File: config.mk
export PLATFORM = sky130hd
export DESIGN_NAME = exc_vector_unit
export DESIGN_NICKNAME = d
export VERILOG_FILES = /design/src/rtl/exc_pkg.sv /design/src/rtl/exc_cond.sv /design/src/rtl/exc_prio.sv /design/src/rtl/exc_vector_unit.sv
export SDC_FILE = /design/constraint.sdc
export NUM_CORES = 1
export LEC_CHECK = 0
export BUFFER_PORTS_ARGS = -buffer_cell sky130_fd_sc_hd__buf_2
export CAP_MARGIN = 0
export CORE_MARGIN = 2
export CORE_UTILIZATION = 37
export CTS_BUF_LIST = sky130_fd_sc_hd__clkbuf_4 sky130_fd_sc_hd__clkbuf_8
export CTS_CLUSTER_DIAMETER = 50
export DETAILED_ROUTE_END_ITERATION = 8
export PLACE_DENSITY = 0.9
export SLEW_MARGIN = 20
export SYNTH_ARGS = -nofsm -noshare
export SYNTH_HDL_FRONTEND = slang
export SYNTH_SLANG_ARGS = --single-unit
File: constraint.sdc
create_clock -name clk -period 2.2 [get_ports clk]
set_clock_uncertainty 0.2 [all_clocks]
set_input_delay 0.33 -clock clk [delete_from_list [all_inputs] [get_ports clk]]
set_output_delay 0.33 -clock clk [all_outputs]
set_load 0.01 [all_outputs]
File: src/rtl/exc_pkg.sv
package exc_pkg;

    localparam int VEC_W   = 20;
    localparam int CAUSE_W = 4;
    localparam int EXC_N   = 8;

    // request index: lower index wins
    localparam int IDX_ISI  = 0;
    localparam int IDX_PROG = 1;
    localparam int IDX_FPU  = 2;
    localparam int IDX_SC   = 3;
    localparam int IDX_DLD  = 4;
    localparam int IDX_DST  = 5;
    localparam int IDX_TRC  = 6;
    localparam int IDX_DEC  = 7;

    // program cause bit positions
    localparam int CB_FPE  = 0;
    localparam int CB_ILL  = 1;
    localparam int CB_PRIV = 2;
    localparam int CB_TRAP = 3;

    typedef struct packed {
        logic               busy;
        logic               take;
        logic [VEC_W-1:0]   vec;
        logic [CAUSE_W-1:0] cause;
        logic               dec_prev;
        logic               dec_pend;
    } exc_state_t;

    function automatic logic [VEC_W-1:0] offset_of(input int idx);
        case (idx)
            IDX_ISI:  offset_of = 20'h01000;
            IDX_PROG: offset_of = 20'h00700;
            IDX_FPU:  offset_of = 20'h00800;
            IDX_SC:   offset_of = 20'h00C00;
            IDX_DLD:  offset_of = 20'h01100;
            IDX_DST:  offset_of = 20'h01200;
            IDX_TRC:  offset_of = 20'h00D00;
            default:  offset_of = 20'h00900;
        endcase
    endfunction

endpackage

File: src/rtl/exc_cond.sv
module exc_cond
    import exc_pkg::*;
(
    input  logic               cmpl_valid,
    input  logic               op_fp,
    input  logic               op_load,
    input  logic               op_store,
    input  logic               op_branch,
    input  logic               op_syscall,
    input  logic               op_illegal,
    input  logic               op_priv,
    input  logic               op_spr_move,
    input  logic               spr_invalid,
    input  logic               spr_top_bit,
    input  logic               trap_met,
    input  logic               msr_pr,
    input  logic               msr_fp,
    input  logic               msr_se,
    input  logic               msr_be,
    input  logic               msr_fe0,
    input  logic               msr_fe1,
    input  logic               fpscr_fex,
    input  logic               itlb_hit,
    input  logic               dtlb_hit,
    input  logic               pte_changed,
    input  logic               dec_req,
    output logic [EXC_N-1:0]   req,
    output logic [CAUSE_W-1:0] prog_cause
);

    logic fpe_c, ill_c, priv_c, trap_c;

    always_comb begin
        fpe_c  = cmpl_valid & (msr_fe0 | msr_fe1) & fpscr_fex;
        ill_c  = cmpl_valid & op_illegal;
        priv_c = cmpl_valid & msr_pr &
                 (op_priv | (op_spr_move & spr_invalid & spr_top_bit));
        trap_c = cmpl_valid & trap_met;

        // one-hot subtype, ranked illegal > privileged > trap > fp-enabled
        prog_cause = '0;
        if (ill_c)       prog_cause[CB_ILL]  = 1'b1;
        else if (priv_c) prog_cause[CB_PRIV] = 1'b1;
        else if (trap_c) prog_cause[CB_TRAP] = 1'b1;
        else if (fpe_c)  prog_cause[CB_FPE]  = 1'b1;

        req           = '0;
        req[IDX_ISI]  = cmpl_valid & ~itlb_hit;
        req[IDX_PROG] = ill_c | priv_c | trap_c | fpe_c;
        req[IDX_FPU]  = cmpl_valid & op_fp & ~msr_fp;
        req[IDX_SC]   = cmpl_valid & op_syscall;
        req[IDX_DLD]  = cmpl_valid & op_load & ~dtlb_hit;
        req[IDX_DST]  = cmpl_valid & op_store & (~dtlb_hit | ~pte_changed);
        req[IDX_TRC]  = cmpl_valid & (msr_se | (op_branch & msr_be));
        req[IDX_DEC]  = dec_req;
    end

endmodule

File: src/rtl/exc_prio.sv
module exc_prio #(
    parameter int N = 8
) (
    input  logic         clk,
    input  logic         rst_n,
    input  logic [N-1:0] req,
    output logic [N-1:0] grant,
    output logic         any
);

    assign grant[0] = req[0];

    for (genvar i = 1; i < N; i++) begin : g_rank
        assign grant[i] = req[i] & ~(|req[i-1:0]);
    end

    assign any = |req;

    // at most one winner, and a winner whenever something asks
    a_r10_one_winner: assert property (@(posedge clk) disable iff (!rst_n)
        $onehot0(grant) && (any == (grant != '0)));

endmodule

File: src/rtl/exc_vector_unit.sv
module exc_vector_unit
    import exc_pkg::*;
#(
    parameter int DEC_W = 32
) (
    input  logic             clk,
    input  logic             rst_n,
    input  logic             cmpl_valid,
    input  logic             op_fp,
    input  logic             op_load,
    input  logic             op_store,
    input  logic             op_branch,
    input  logic             op_syscall,
    input  logic             op_illegal,
    input  logic             op_priv,
    input  logic             op_spr_move,
    input  logic             spr_invalid,
    input  logic             spr_top_bit,
    input  logic             trap_met,
    input  logic             msr_ee,
    input  logic             msr_pr,
    input  logic             msr_fp,
    input  logic             msr_se,
    input  logic             msr_be,
    input  logic             msr_fe0,
    input  logic             msr_fe1,
    input  logic             fpscr_fex,
    input  logic [DEC_W-1:0] dec_value,
    input  logic             itlb_hit,
    input  logic             dtlb_hit,
    input  logic             pte_changed,
    input  logic             exc_ack,
    output logic             exc_take,
    output logic [19:0]      exc_vector,
    output logic [3:0]       exc_cause
);

    localparam int MSB = DEC_W - 1;

    exc_state_t st_d, st_q;

    logic               dec_rise, dec_live, dec_req, any_req, fire;
    logic [EXC_N-1:0]   req, grant;
    logic [CAUSE_W-1:0] prog_cause;
    logic [VEC_W-1:0]   win_vec;

    always_comb begin
        dec_rise = dec_value[MSB] & ~st_q.dec_prev;
        dec_live = st_q.dec_pend | dec_rise;
        dec_req  = dec_live & msr_ee;
    end

    exc_cond u_cond (
        .cmpl_valid  (cmpl_valid),
        .op_fp       (op_fp),
        .op_load     (op_load),
        .op_store    (op_store),
        .op_branch   (op_branch),
        .op_syscall  (op_syscall),
        .op_illegal  (op_illegal),
        .op_priv     (op_priv),
        .op_spr_move (op_spr_move),
        .spr_invalid (spr_invalid),
        .spr_top_bit (spr_top_bit),
        .trap_met    (trap_met),
        .msr_pr      (msr_pr),
        .msr_fp      (msr_fp),
        .msr_se      (msr_se),
        .msr_be      (msr_be),
        .msr_fe0     (msr_fe0),
        .msr_fe1     (msr_fe1),
        .fpscr_fex   (fpscr_fex),
        .itlb_hit    (itlb_hit),
        .dtlb_hit    (dtlb_hit),
        .pte_changed (pte_changed),
        .dec_req     (dec_req),
        .req         (req),
        .prog_cause  (prog_cause)
    );

    exc_prio #(.N(EXC_N)) u_prio (
        .clk   (clk),
        .rst_n (rst_n),
        .req   (req),
        .grant (grant),
        .any   (any_req)
    );

    always_comb begin
        win_vec = '0;
        for (int i = 0; i < EXC_N; i++) begin
            if (grant[i]) win_vec = win_vec | offset_of(i);
        end
    end

    always_comb begin
        fire          = any_req & ~st_q.busy;
        st_d          = st_q;
        st_d.take     = fire;
        st_d.dec_prev = dec_value[MSB];
        st_d.dec_pend = dec_live & ~(fire & grant[IDX_DEC]);
        if (fire) begin
            st_d.busy  = 1'b1;
            st_d.vec   = win_vec;
            st_d.cause = grant[IDX_PROG] ? prog_cause : '0;
        end else if (st_q.busy && exc_ack) begin
            st_d.busy  = 1'b0;
            st_d.vec   = '0;
            st_d.cause = '0;
        end
    end

    always_ff @(posedge clk) begin
        if (!rst_n) begin
            st_q          <= '0;
            st_q.dec_prev <= 1'b1;
        end else begin
            st_q <= st_d;
        end
    end

    assign exc_take   = st_q.take;
    assign exc_vector = st_q.vec;
    assign exc_cause  = st_q.cause;

    // reserved offsets never appear
    a_r2_no_reserved: assert property (@(posedge clk) disable iff (!rst_n)
        st_q.busy |-> !(exc_vector >= 20'h00A00 && exc_vector <= 20'h00BFF) &&
                      !(exc_vector >= 20'h00E00 && exc_vector <= 20'h00FFF));

    // cause is one-hot and only accompanies the program offset
    a_r9_cause_onehot: assert property (@(posedge clk) disable iff (!rst_n)
        $onehot0(exc_cause) && ((exc_cause != '0) -> (exc_vector == 20'h00700)));

    // held outputs stay put and no new take until acknowledged
    a_r11_hold: assert property (@(posedge clk) disable iff (!rst_n)
        (st_q.busy && !exc_ack) |=> (!exc_take && $stable(exc_vector) && $stable(exc_cause)));

    // acknowledge clears the outputs
    a_r11_ack_clear: assert property (@(posedge clk) disable iff (!rst_n)
        (st_q.busy && exc_ack) |=> (exc_vector == '0 && exc_cause == '0 && !exc_take));

    // a pending decrementer event survives until it is granted
    a_r4_pend_sticky: assert property (@(posedge clk) disable iff (!rst_n)
        (st_q.dec_pend && !(fire && grant[IDX_DEC])) |=> st_q.dec_pend);

    // no instruction-borne request without a completing instruction
    a_r13_idle_quiet: assert property (@(posedge clk) disable iff (!rst_n)
        !cmpl_valid |-> (req[IDX_DEC-1:0] == '0));

endmodule

==> flow_results.org, run 1 <==
** Final layout
- Final-layout fill cell count :: 221
- Most frequent standard cell in the layout excluding fill and tap cells :: sky130_fd_sc_hd__buf_2
- After the flow finishes, the layout carries non-filler instances totaling 161.
- Antenna fix cells :: 0
- The final layout contains 192 nets.
- Layout overhead on the synthesized area :: 16.8%
- Top library cells by usage in the layout, fill and taps aside :: sky130_fd_sc_hd__buf_2, sky130_fd_sc_hd__conb_1, sky130_fd_sc_hd__dfxtp_1
- Ratio of cells with drive above 1 in the final layout :: 39.1%

** Pwr
- Leakage power of the design :: 0.509 nW
- In this run the power density over the cells is 535 mW/mm^2.
- Summing internal, switching and leakage power gives 0.549 mW.
- The worst-case IR drop observed on VDD is 318 uV.

** Critical path
- Crit path required time :: 2.23 ns
- The worst setup path is of the flip-flop to flip-flop kind.
- Reg-to-Reg End :: exc_vector[9]
- Data on the critical path arrives at its endpoint at 2.01 ns.
- STA classifies the critical path endpoint as a flip-flop.
- The startpoint identified for the worst register-to-register timing path is st_q[1].
- In this run the worst path has a maximum fanout of 9.
- Length in cells of the worst reg-to-reg path :: 6
- Startpoint kind of the worst setup timing path :: flip-flop
- For flop-to-flop paths, the worst setup slack is 0.22 ns.

** Job
- The tool flagged a number of max-cap violations equal to 0.

** CTS
- Clock tree sinks :: 13
- TritonCTS built the clock tree.
- Buffers inserted to repair hold after CTS numbered 0.
- Clock-pin slew was measured on the worst setup and hold paths at 0.08 ns.
- Number of buffers on the longest clock path :: 2
- Clk Latency, worst-skew pair :: 0.28 ns
- CTS built an H-tree with a depth of 1.
- Number of buffers inserted by post-CTS setup repair :: 0
- After clock tree synthesis, the repair step resized 0 gates.
- CTS Root Cell :: sky130_fd_sc_hd__clkbuf_4
- In this run, CTS created clock tree buffers numbering 3.

** Yosys
- Synthesized instance count :: 99
- Number of warning messages in the yosys log :: 0
- Total of flip-flops plus latches after synthesis :: 13
- Average size of a mapped cell :: 8.87 sq um
- Post-Syn Area :: 878 sq um
- After synthesis, flip-flops and latches occupy 29.6% of the total area.
- The netlist uses 33 different library cells.

** Placed design
- RD Place Congestion :: 0.845
- Worst slack, placed :: -0.0650 ns
- Count of buffers from port buffering :: 36
- Summed over all nets, the half-perimeter wirelength after detailed placement is 1470 um.
- Dpl cells :: 157

** Floorplanning
- Rows :: 17
- Die height :: 52.7 um
- For this configuration, the core starts out at a cell density of 39.3%.
- Top-level port count :: 83
- The floorplan step defined a die boundary enclosing 0.00278 sq mm.
- Die boundary width :: 52.7 um
- In this run the standard cell core region covers 0.00223 sq mm.

** Routing
- After detailed routing, the total wire length is 1680 um.
- Remaining routing DRC violations :: 0
- Once detail routing completed, the nets flagged for antenna violations numbered 0.
- Total iterations of the first detailed-routing run :: 4
- The final route contains 778 vias.
- Iteration-0 DRC Markers :: 16
- DR WL/cell :: 10.4 um
- Using the TritonRoute via totals, the vias-per-cell ratio works out to 4.83.

** Min path
- In this run the worst hold path is classified as input port to flip-flop.
- The worst hold path terminates at st_q[1].
- Hold path cells :: 2
- Launch point of the worst hold path :: dec_value[31]

** STA
- Setup repair after global routing missed its margin :: false
- The final count of hold timing violations is 0.
- Portion of the clock cycle consumed by the worst path in the final layout :: 89.9%
- The number of pins exceeding their max-slew limit in the final report came to 0.
- For this run, the top clock speed supported by timing is 506 MHz.
- Worst Setup Slack, final :: 0.222 ns
- Setup TNS Final :: 0 ns
- The smallest clock period supported by the final layout is computed as 1.98 ns.
- Setup violation total in the final timing report :: 0

** Global routing
- For this run the aggregate overflow at the end of global routing stands at 0.
- Largest net degree at the start of global routing :: 13
- Global routing used 13.3% of the available tracks across all layers.
- Wire length of the first global-routing pass :: 2750 um
- Initial antenna violation count :: 0
- Vias in the first global route :: 704

** Run status
- Run status :: completed
[power breakdown]
group          internal (mW)  switching (mW)  total, mW  leakage [nW]
sequential             0.249         0.00653      0.255         0.107
clock                 0.0676          0.0822      0.150        0.0177
combinational         0.0654          0.0784      0.144         0.385
total                  0.382           0.167      0.549         0.509
[synth_stat cells]
cell	number	share of area, %
sky130_fd_sc_hd__dfxtp_1	13	30
sky130_fd_sc_hd__or4_1	1	0.86
sky130_fd_sc_hd__a211o_1	1	1.0
sky130_fd_sc_hd__a22o_1	3	3.0
sky130_fd_sc_hd__buf_2	1	0.57
sky130_fd_sc_hd__nand3_4	1	2.0
sky130_fd_sc_hd__nand2b_1	4	2.8
sky130_fd_sc_hd__nor2b_1	3	2.1
sky130_fd_sc_hd__o31ai_4	1	2.4
sky130_fd_sc_hd__a41oi_1	1	1.0
sky130_fd_sc_hd__o2bb2ai_1	4	4.0
sky130_fd_sc_hd__a21boi_4	1	2.1
sky130_fd_sc_hd__o32ai_2	1	1.9
sky130_fd_sc_hd__buf_4	24	21
sky130_fd_sc_hd__a21o_1	1	0.86
sky130_fd_sc_hd__a31o_2	1	1.0
sky130_fd_sc_hd__and2_1	1	0.71
sky130_fd_sc_hd__nand3_1	2	1.1
sky130_fd_sc_hd__a32o_1	2	2.3
sky130_fd_sc_hd__o21ai_1	1	0.57
sky130_fd_sc_hd__nor2_1	4	1.7
sky130_fd_sc_hd__a21oi_1	2	1.1
sky130_fd_sc_hd__o21a_1	2	1.7
sky130_fd_sc_hd__o311ai_2	1	1.9
sky130_fd_sc_hd__o21ai_0	3	1.7
sky130_fd_sc_hd__inv_1	5	2.1
sky130_fd_sc_hd__conb_1	1	0.43
sky130_fd_sc_hd__nand2_1	7	3.0
sky130_fd_sc_hd__o22ai_1	2	1.4
sky130_fd_sc_hd__or4_4	1	1.3
sky130_fd_sc_hd__and3_1	2	1.4
sky130_fd_sc_hd__o32ai_1	1	1.0
sky130_fd_sc_hd__a31oi_1	1	0.71
[cell families (layout without fill, tap and decap cells)]
logic type | after synthesis | in the layout | share of synthesized area, %
AO/OA/AOI/OAI | 29 | 29 | 29.6
other | 1 | 15 | 0.427
AND/OR/NAND/NOR | 26 | 26 | 17.1
flip-flops | 13 | 13 | 29.6
buffers and inverters | 30 | 50 | 23.2
[per-stage QoR]
step	utilization, %	area (sq um)	hold WS, ns
floorplan	-	931	0.203
global placement	44.7	998	0.242
detailed placement	44.7	998	0.245
CTS	45.9	1030	0.0301
global route	45.9	1030	0.0390
finish	45.9	1030	0.0337
[registers in the layout, summed over array words and instances (netlist names)]
signal / count
exc_vector: 5
exc_cause: 4
st_q: 3
exc_take: 1
[area by class of cell]
class | count | area [sq um] | area share [%]
Clock buffer | 3 | 22.5 | 2.20
Sequential cell | 13 | 260 | 25.4
Inverter | 5 | 18.8 | 1.83
Clock inverter | 1 | 5.00 | 0.488
Tap cell | 28 | 35.0 | 3.41
Multi-Input combinational cell | 70 | 467 | 45.5
Timing Repair Buffer | 41 | 218 | 21.2
[metal layers]
layer  global-route usage, %  routed length [um]
met1                    14.8                 709
met2                    22.9                 743
met3                    2.86                 179
met4                    7.69                  45
met5                       0                   0
[critical path: stages, from the launching register on]
cell and delay, ns:
sky130_fd_sc_hd__dfxtp_1 0.32, sky130_fd_sc_hd__nor2b_1 0.05, sky130_fd_sc_hd__o21ai_0 0.24, sky130_fd_sc_hd__nand2_1 0.13
sky130_fd_sc_hd__or4_4 0.52, sky130_fd_sc_hd__a21boi_4 0.29, sky130_fd_sc_hd__a22o_1 0.18
[how the worst max path moves through the flow]
stage / slack (ns) / from / end / depth (start not counted)
3_3_place_gp: -0.03 / msr_fe1 / exc_cause[2] / 8
3_5_place_dp: -0.06 / msr_fe1 / exc_vector[10] / 7
5_1_grt: 0.14 / msr_fe1 / exc_vector[10] / 7
2_1_floorplan: 0.12 / msr_fe1 / exc_vector[10] / 6
6_report: 0.22 / st_q[1] / exc_vector[9] / 6
4_1_cts: 0.23 / msr_fe1 / exc_vector[10] / 7
Power figures use the tool's default switching activity.
==> inputs of run 2 (changes only) <==
--- a/config.mk
+++ b/config.mk
@@ -5,14 +5,14 @@
 export SDC_FILE = /design/constraint.sdc
 export NUM_CORES = 1
 export LEC_CHECK = 0
-export BUFFER_PORTS_ARGS = -buffer_cell sky130_fd_sc_hd__buf_2
+export BUFFER_PORTS_ARGS = -buffer_cell sky130_fd_sc_hd__buf_4
 export CAP_MARGIN = 0
 export CORE_MARGIN = 2
 export CORE_UTILIZATION = 37
 export CTS_BUF_LIST = sky130_fd_sc_hd__clkbuf_4 sky130_fd_sc_hd__clkbuf_8
 export CTS_CLUSTER_DIAMETER = 50
 export DETAILED_ROUTE_END_ITERATION = 8
-export PLACE_DENSITY = 0.9
+export PLACE_DENSITY_LB_ADDON = 0.2
 export SLEW_MARGIN = 20
 export SYNTH_ARGS = -nofsm -noshare
 export SYNTH_HDL_FRONTEND = slang
==> flow_results.org, run 2 (synthesis results as in run 1) <==
** Final layout
- Compared with the post-synthesis result, the final layout area differs by 29.1%.
- The proportion of layout cells with a drive suffix above 1 is 40.0% (+0.90 points).
- Most frequent standard cell in the layout excluding fill and tap cells :: sky130_fd_sc_hd__buf_4
- More flip-flops sit in one register than any other, and that register is exc_vector.
- In the layout the commonest cells are sky130_fd_sc_hd__buf_4, sky130_fd_sc_hd__conb_1, sky130_fd_sc_hd__dfxtp_1.
- The sequential standard cell area was 260 sq um (unchanged).
- The area of all placed cells without fillers was 0.00113 sq mm (+10%).
- The area of the multi-input gates came to 467 sq um (unchanged).
- The final-stage net count came to 194 (+1.0%).
- Antenna fix cells :: 0 (unchanged)
- The final standard cell count with taps included and fillers excluded is 163 (+1.2%).
- The number of flip-flops under the largest register name is 5 (unchanged).
- Final-layout fill cell count :: 229 (+3.6%)

** Routing
- Remaining routing DRC violations :: 0 (unchanged)
- Count of antenna-violating nets left after detailed routing :: 0 (unchanged)
- DR WL/cell :: 10.7 um (+2.6%)
- Vias :: 762 (-2.1%)
- The average vias per placed instance is 4.67 (-3.3%).
- The first-pass detailed-route iteration total came to 2 (-2).
- The violation count after the first detailed-route iteration came to 9 (-7).
- Sum of routed wire length over all layers :: 1740 um (+3.9%)

** CTS
- Count of cells resized by post-cts repair :: 0 (unchanged)
- The clock network latency to the later pin of the worst-skew pair came to 0.27 ns (about the same).
- Clock tree sinks :: 13 (unchanged)
- Number of buffers inserted by post-CTS setup repair :: 0 (unchanged)
- The tree is rooted in a sky130_fd_sc_hd__clkbuf_4.
- Total of hold buffers inserted after clock tree synthesis :: 0 (unchanged)
- Clk slew on worst S/H paths :: 0.08 ns (about the same)
- CTS tree :: built
- Number of buffers inserted during clock tree synthesis :: 3 (unchanged)
- Number of buffers on the longest clock path :: 2 (unchanged)
- The level count of the clock H-tree was 1 (unchanged).

** Placed design
- The total of buffers placed on input and output ports was 36 (unchanged).
- The estimated wirelength of the detail-placed design was 1490 um (+1.2%).
- Dpl cells :: 159 (+1.3%)
- RD Place Congestion :: 0.753 (-11%)
- Worst slack, placed :: -0.0823 ns (-0.0174 ns)
- Placed cell areas :: 0.00110 sq mm (+11%)

** Pwr
- Pwr Density :: 512 mW/mm^2 (-4.3%)
- Final total power :: 0.581 mW (+5.8%)
- The cell leakage power is 0.542 nW (+6.5%).
- The maximum ir drop on the vdd rail came to 266 uV (-16%).

** Critical path
- Setup slack on the worst flop-to-flop path :: 0.25 ns (+0.03 ns)
- In this run the critical register-to-register path is launched from st_q[1].
- Crit path DAT :: 2.02 ns (about the same)
- Critical path endpoint category :: flip-flop
- The endpoint identified for the worst register-to-register timing path is exc_vector[8].
- Classification of the worst setup path :: input port to flip-flop
- The maximum net fanout on the critical path came to 9 (unchanged).
- Crit path required time :: 2.22 ns (about the same)
- The cell count of the worst reg-to-reg path was 6 (unchanged).
- STA classifies the critical path startpoint as an input port.

** Floorplanning
- Die Footprint :: 0.00278 sq mm (unchanged)
- Core Box Area :: 0.00223 sq mm (unchanged)
- Rows :: 17 (unchanged)
- Die boundary width :: 52.7 um (unchanged)
- The initial standard-cell utilization of the core is 39.3% (unchanged).
- Die height :: 52.7 um (unchanged)
- The I/O pin count came to 83 (unchanged).

** Job
- Max-cap violation count :: 0 (unchanged)

** STA
- The final count of hold timing violations was 0 (unchanged).
- The setup total negative slack was 0 ns (unchanged).
- The period utilization was 90.9% (+0.94 points).
- Setup violation total in the final timing report :: 0 (unchanged)
- Setup repair after global routing missed its margin :: false
- Fin. max-slew vios :: 0 (unchanged)
- The achievable frequency is 500 MHz (-1.0%).
- Time the worst path needs with I/O delays and setup :: 2.00 ns (+0.0206 ns)
- Worst Setup Slack, final :: 0.201 ns (-0.0206 ns)

** Global routing
- The remaining global-route overflow came to 0 (unchanged).
- The initial antenna violation count was 0 (unchanged).
- The via count of the first global-routing pass was 673 (-4.4%).
- Largest net degree at the start of global routing :: 13 (unchanged)
- Wire length of the first global-routing pass :: 2830 um (+2.8%)
- Total routing resource utilization after global routing :: 13.8% (+0.58 points)

** Min path
- Launch point of the worst hold path :: dec_value[31]
- Worst min-delay path category :: input port to flip-flop
- The cell depth of the worst min-delay path was 2 (unchanged).
- For hold timing, the worst endpoint is st_q[1].

** Run status
- Run status :: completed
[run 2: changes by cell type in the layout (fill, tap and decap cells not counted)]
cell | before | now
sky130_fd_sc_hd__clkinv_2 | 1 | 0
sky130_fd_sc_hd__buf_4 | 5 | 43
sky130_fd_sc_hd__clkbuf_4 | 3 | 4
sky130_fd_sc_hd__buf_2 | 36 | 0
[run 2: worst max path at each step]
stage / cells after the start / to / from
after floorplan: 6 / exc_vector[10] / msr_fe1
after global placement: 7 / exc_vector[10] / msr_fe1
after detailed placement: 7 / exc_vector[8] / msr_fe1
after CTS: 7 / exc_vector[8] / msr_fe1
after global routing: 7 / exc_vector[8] / msr_fe1
final: 7 / exc_vector[8] / msr_fe1
[run 2: layout make-up]
type                       count  share of cell area (%)
inverter                       5                    1.66
multi-input combinational     70                    41.2
tap                           28                    3.09
sequential                    13                    23.0
timing repair buffer          43                    28.5
clock buffer                   4                    2.65
[run 2: worst max-delay path, cell delays in order]
cell	delay [ns]
sky130_fd_sc_hd__buf_4	0.11
sky130_fd_sc_hd__o21a_1	0.21
sky130_fd_sc_hd__o31ai_4	0.23
sky130_fd_sc_hd__nand3_4	0.12
sky130_fd_sc_hd__or4_4	0.55
sky130_fd_sc_hd__a21boi_4	0.29
sky130_fd_sc_hd__a22o_1	0.18
[run 2: report_power, final]
group          leakage (nW)  total (mW)  switching (mW)  internal (mW)
Sequential            0.107       0.256         0.00696          0.249
Clock                0.0184       0.159          0.0764         0.0825
Combinational         0.417       0.166          0.0797         0.0861
Total                 0.542       0.581           0.163          0.417
[run 2: metal layers]
layer	wire, um	vias to the layer above	GRT usage [%]	share of wire [%]
li1	-	388	-	-
met1	798	337	17.9	46
met2	792	33	20.8	45
met3	115	4	2.57	6.6
met4	38	0	8.55	2.2
met5	0	-	0	0
[run 2: per-stage QoR]
stage,utilization (%),hold slack (ns)
finish,50.8,0.0478
detailed placement,49.4,0.255
floorplan,-,0.203
CTS,50.8,0.0553
global placement,49.4,0.250
global route,50.8,0.0504
==> inputs of run 3 (changes only) <==
--- a/config.mk
+++ b/config.mk
@@ -8,8 +8,8 @@
 export BUFFER_PORTS_ARGS = -buffer_cell sky130_fd_sc_hd__buf_4
 export CAP_MARGIN = 0
 export CORE_MARGIN = 2
-export CORE_UTILIZATION = 37
-export CTS_BUF_LIST = sky130_fd_sc_hd__clkbuf_4 sky130_fd_sc_hd__clkbuf_8
+export CORE_UTILIZATION = 32
+export CTS_BUF_LIST = sky130_fd_sc_hd__clkbuf_16
 export CTS_CLUSTER_DIAMETER = 50
 export DETAILED_ROUTE_END_ITERATION = 8
 export PLACE_DENSITY_LB_ADDON = 0.2
==> constraint.sdc (replaced) <==
create_clock -name clk -period 1.65 [get_ports clk]
set_clock_uncertainty 0.2 [all_clocks]
set_input_delay 0.2475 -clock clk [delete_from_list [all_inputs] [get_ports clk]]
set_output_delay 0.2475 -clock clk [all_outputs]
set_load 0.01 [all_outputs]
==> flow_results.org, run 3 (synthesis results as in run 1) <==
** STA
- Time the worst path needs with I/O delays and setup :: 1.81 ns
- Worst Setup Slack, final :: -0.161 ns (-0.362 ns)
- Achievable clock frequency :: 552 MHz
- Portion of the clock cycle consumed by the worst path in the final layout :: 110%
- Fin. max-slew vios :: 0 (unchanged)
- Final Hold Violating Endpoints :: 0 (unchanged)
- Setup violation total in the final timing report :: 10 (+10)
- Setup repair after global routing missed its margin :: true
- Min Hold Slack :: 0.00310 ns (-0.0447 ns)

** Final layout
- Top library cells by usage in the layout, fill and taps aside :: sky130_fd_sc_hd__buf_4, sky130_fd_sc_hd__conb_1, sky130_fd_sc_hd__dfxtp_1
- The final standard cell count with taps included and fillers excluded was 181 (+11%).
- exc_vector holds more flip-flops than any other register.
- Compared with the post-synthesis result, the final layout area differs by 55.7%.
- The final-stage net count came to 210 (+8.2%).
- The number of flip-flops under the largest register name is 5 (unchanged).
- Ratio of cells with drive above 1 in the final layout :: 51.0% (+11 points)
- The library cell used most frequently in the layout, excluding fill and tap cells, is sky130_fd_sc_hd__buf_4.
- Final Core Density :: 53.7% (+3.0 points)
- Antenna fix cells :: 0 (unchanged)

** Floorplanning
- The die extent in y came to 56.4 um (+7.0%).
- Top-level port count :: 83 (unchanged)
- The initial standard-cell utilization of the core is 34.5% (-4.8 points).
- Die boundary width :: 56.4 um (+7.0%)
- Core Box Area :: 0.00254 sq mm (+14%)
- The placement row count came to 18 (+1).
- Die Footprint :: 0.00318 sq mm (+14%)

** CTS
- Clk slew on worst S/H paths :: 0.04 ns (-0.04 ns)
- The TritonCTS sink count came to 13 (unchanged).
- Clk Latency, worst-skew pair :: 0.24 ns (-0.03 ns)
- H-Tree Depth :: 1 (unchanged)
- The maximum buffer depth of the clock tree came to 2 (unchanged).
- Number of buffers inserted during clock tree synthesis :: 3 (unchanged)
- In this run the clock root is driven by a sky130_fd_sc_hd__clkbuf_16.
- CTS tree :: built
- The number of hold buffers added after cts is 0 (unchanged).

** Min path
- Endpoint of the worst hold-timing path :: st_q[1]
- The startpoint identified for the worst hold timing path is dec_value[31].
- The tightest min-delay check is of the input port to flip-flop type.
- The cell depth of the worst min-delay path came to 2 (unchanged).

** Global routing
- The first-pass GRT wire length came to 3360 um (+19%).
- The global routing met1 resource utilization came to 17.7% (-0.26 points).
- Total routing resource utilization after global routing :: 13.6% (-0.25 points)
- Initial antenna violation count :: 0 (unchanged)
- Largest net degree at the start of global routing :: 11 (-2)
- The met2 layer usage reported by global route is 21.0% (+0.18 points).
- Total overflow reported by the global router :: 0 (unchanged)
- The via count of the first global-routing pass is 772 (+15%).
- Met3 Track Usage GR :: 2.07% (-0.50 points)
- The global routing stage identified its most utilized layer as met2.

** Routing
- The first-pass detailed-route iteration total is 4 (+2).
- The average vias per placed instance came to 4.69 (+0.22%).
- Iteration-0 DRC Markers :: 8 (-1)
- The total number of vias is 848 (+11%).
- The routed wire length was 2100 um (+20%).
- The number of routed nets with antenna violations was 0 (unchanged).
- Remaining routing DRC violations :: 0 (unchanged)
- DR WL/cell :: 11.6 um (+8.3%)

** Pwr
- The areal power density over the cells is 778 mW/mm^2 (+52%).
- The cell leakage power was 0.659 nW (+22%).
- The part of the total power dissipated in sequential elements was 32.4% (-12 points).
- The power share of the clock group is 41.5% (+14 points).
- Net switching share of the total power :: 24.3% (-3.8 points)
- The maximum ir drop on the vdd rail was 618 uV (+130%).
- Power share of the combinational group :: 26.2% (-2.4 points)
- Cell internal pwr :: 0.805 mW (+93%)
- The switching power summed over all nets is 0.259 mW (+59%).
- Final total power :: 1.06 mW (+83%)

** Placed design
- The total of buffers placed on input and output ports is 36 (unchanged).
- HPWL reported at the end of detailed placement :: 1620 um (+8.9%)
- Dpl cells :: 172 (+8.2%)
- The setup slack at placement came to -0.543 ns (-0.460 ns).
- The final RePlAce weighted congestion was 0.783 (+4.0%).

** Critical path
- On the critical path the largest part of the delay comes from simple AND/OR/NAND/NOR gates.
- Launch point of the worst reg-to-reg path :: st_q[1]
- STA classifies the critical path endpoint as a flip-flop.
- Length in cells of the worst reg-to-reg path :: 6 (unchanged)
- Critical path peak fanout :: 5 (-4)
- Setup slack on the worst flop-to-flop path :: -0.16 ns (-0.41 ns)
- Crit path required time :: 1.63 ns (-0.59 ns)
- CP Cell Sequence :: nor2b_2, o21ai_1, nand2_1, or4_4, a21boi_4, a22o_1
- The number of buffers and inverters on the critical path came to 0 (-1).
- Reg-to-Reg End :: exc_vector[9]
- The maximum cell stage delay along the critical path was 0.54 ns (about the same).
- Worst path slowest cell :: sky130_fd_sc_hd__or4_4
- Crit path DAT :: 1.79 ns (-0.23 ns)
- Classification of the worst setup path :: flip-flop to flip-flop
- Startpoint kind of the worst setup timing path :: flip-flop

** Job
- The number of max-cap violations is 0 (unchanged).

** Run status
- Violated checks :: negative setup slack
- Run status :: finished, violations left
## run 3: routing by layer
metal  vias up  routed length (um)
met5         -                   0
met4         0                  49
met3         5                 132
met2        41                 984
met1       379                 929
li1        423                   -
## run 3: area by class of cell
| class | count | area (sq um) |
|---|---|---|
| clock buffer | 3 | 75.1 |
| timing repair buffer | 58 | 450 |
| inverter | 5 | 18.8 |
| clock inverter | 1 | 3.75 |
| sequential | 13 | 262 |
| multi-input combinational | 71 | 520 |
| fill | 240 | 1180 |
| tap | 30 | 37.5 |
## run 3: how the worst max path moves through the flow
stage | slack, ns | end | from | depth (start not counted)
floorplan | -0.32 | exc_vector[8] | msr_fe1 | 6
global placement | -0.52 | exc_cause[2] | msr_fe1 | 8
detailed placement | -0.54 | exc_vector[9] | msr_fe1 | 7
CTS | -0.19 | exc_vector[9] | msr_fe0 | 7
global route | -0.25 | exc_vector[9] | st_q[1] | 6
finish | -0.16 | exc_vector[9] | st_q[1] | 6
## run 3: per-stage QoR
step	TNS, ns	cell area (sq um)
2_1_floorplan	-2.88	931
5_1_grt	-2.15	1370
3_3_place_gp	-5.00	1190
3_5_place_dp	-5.37	1190
6_report	-1.31	1370
4_1_cts	-1.58	1330
## run 3: repair_timing
item,4_1_cts,5_1_grt
setup buffers,3,1
gates cloned,1,0
endpoints found under the setup margin,11,11
pin swaps,9,10
gates resized for setup,9,6
## run 3: power by group through the flow
| stage | registers (mW) | clock network, mW | logic [mW] |
|---|---|---|---|
| finish | 0.344 | 0.442 | 0.278 |
| global route | 0.346 | 0.469 | 0.302 |
| CTS | 0.344 | 0.448 | 0.271 |
| detailed placement | 0.349 | 0 | 0.247 |
| global placement | 0.348 | 0 | 0.245 |
| floorplan | 0.347 | 0 | 0.154 |
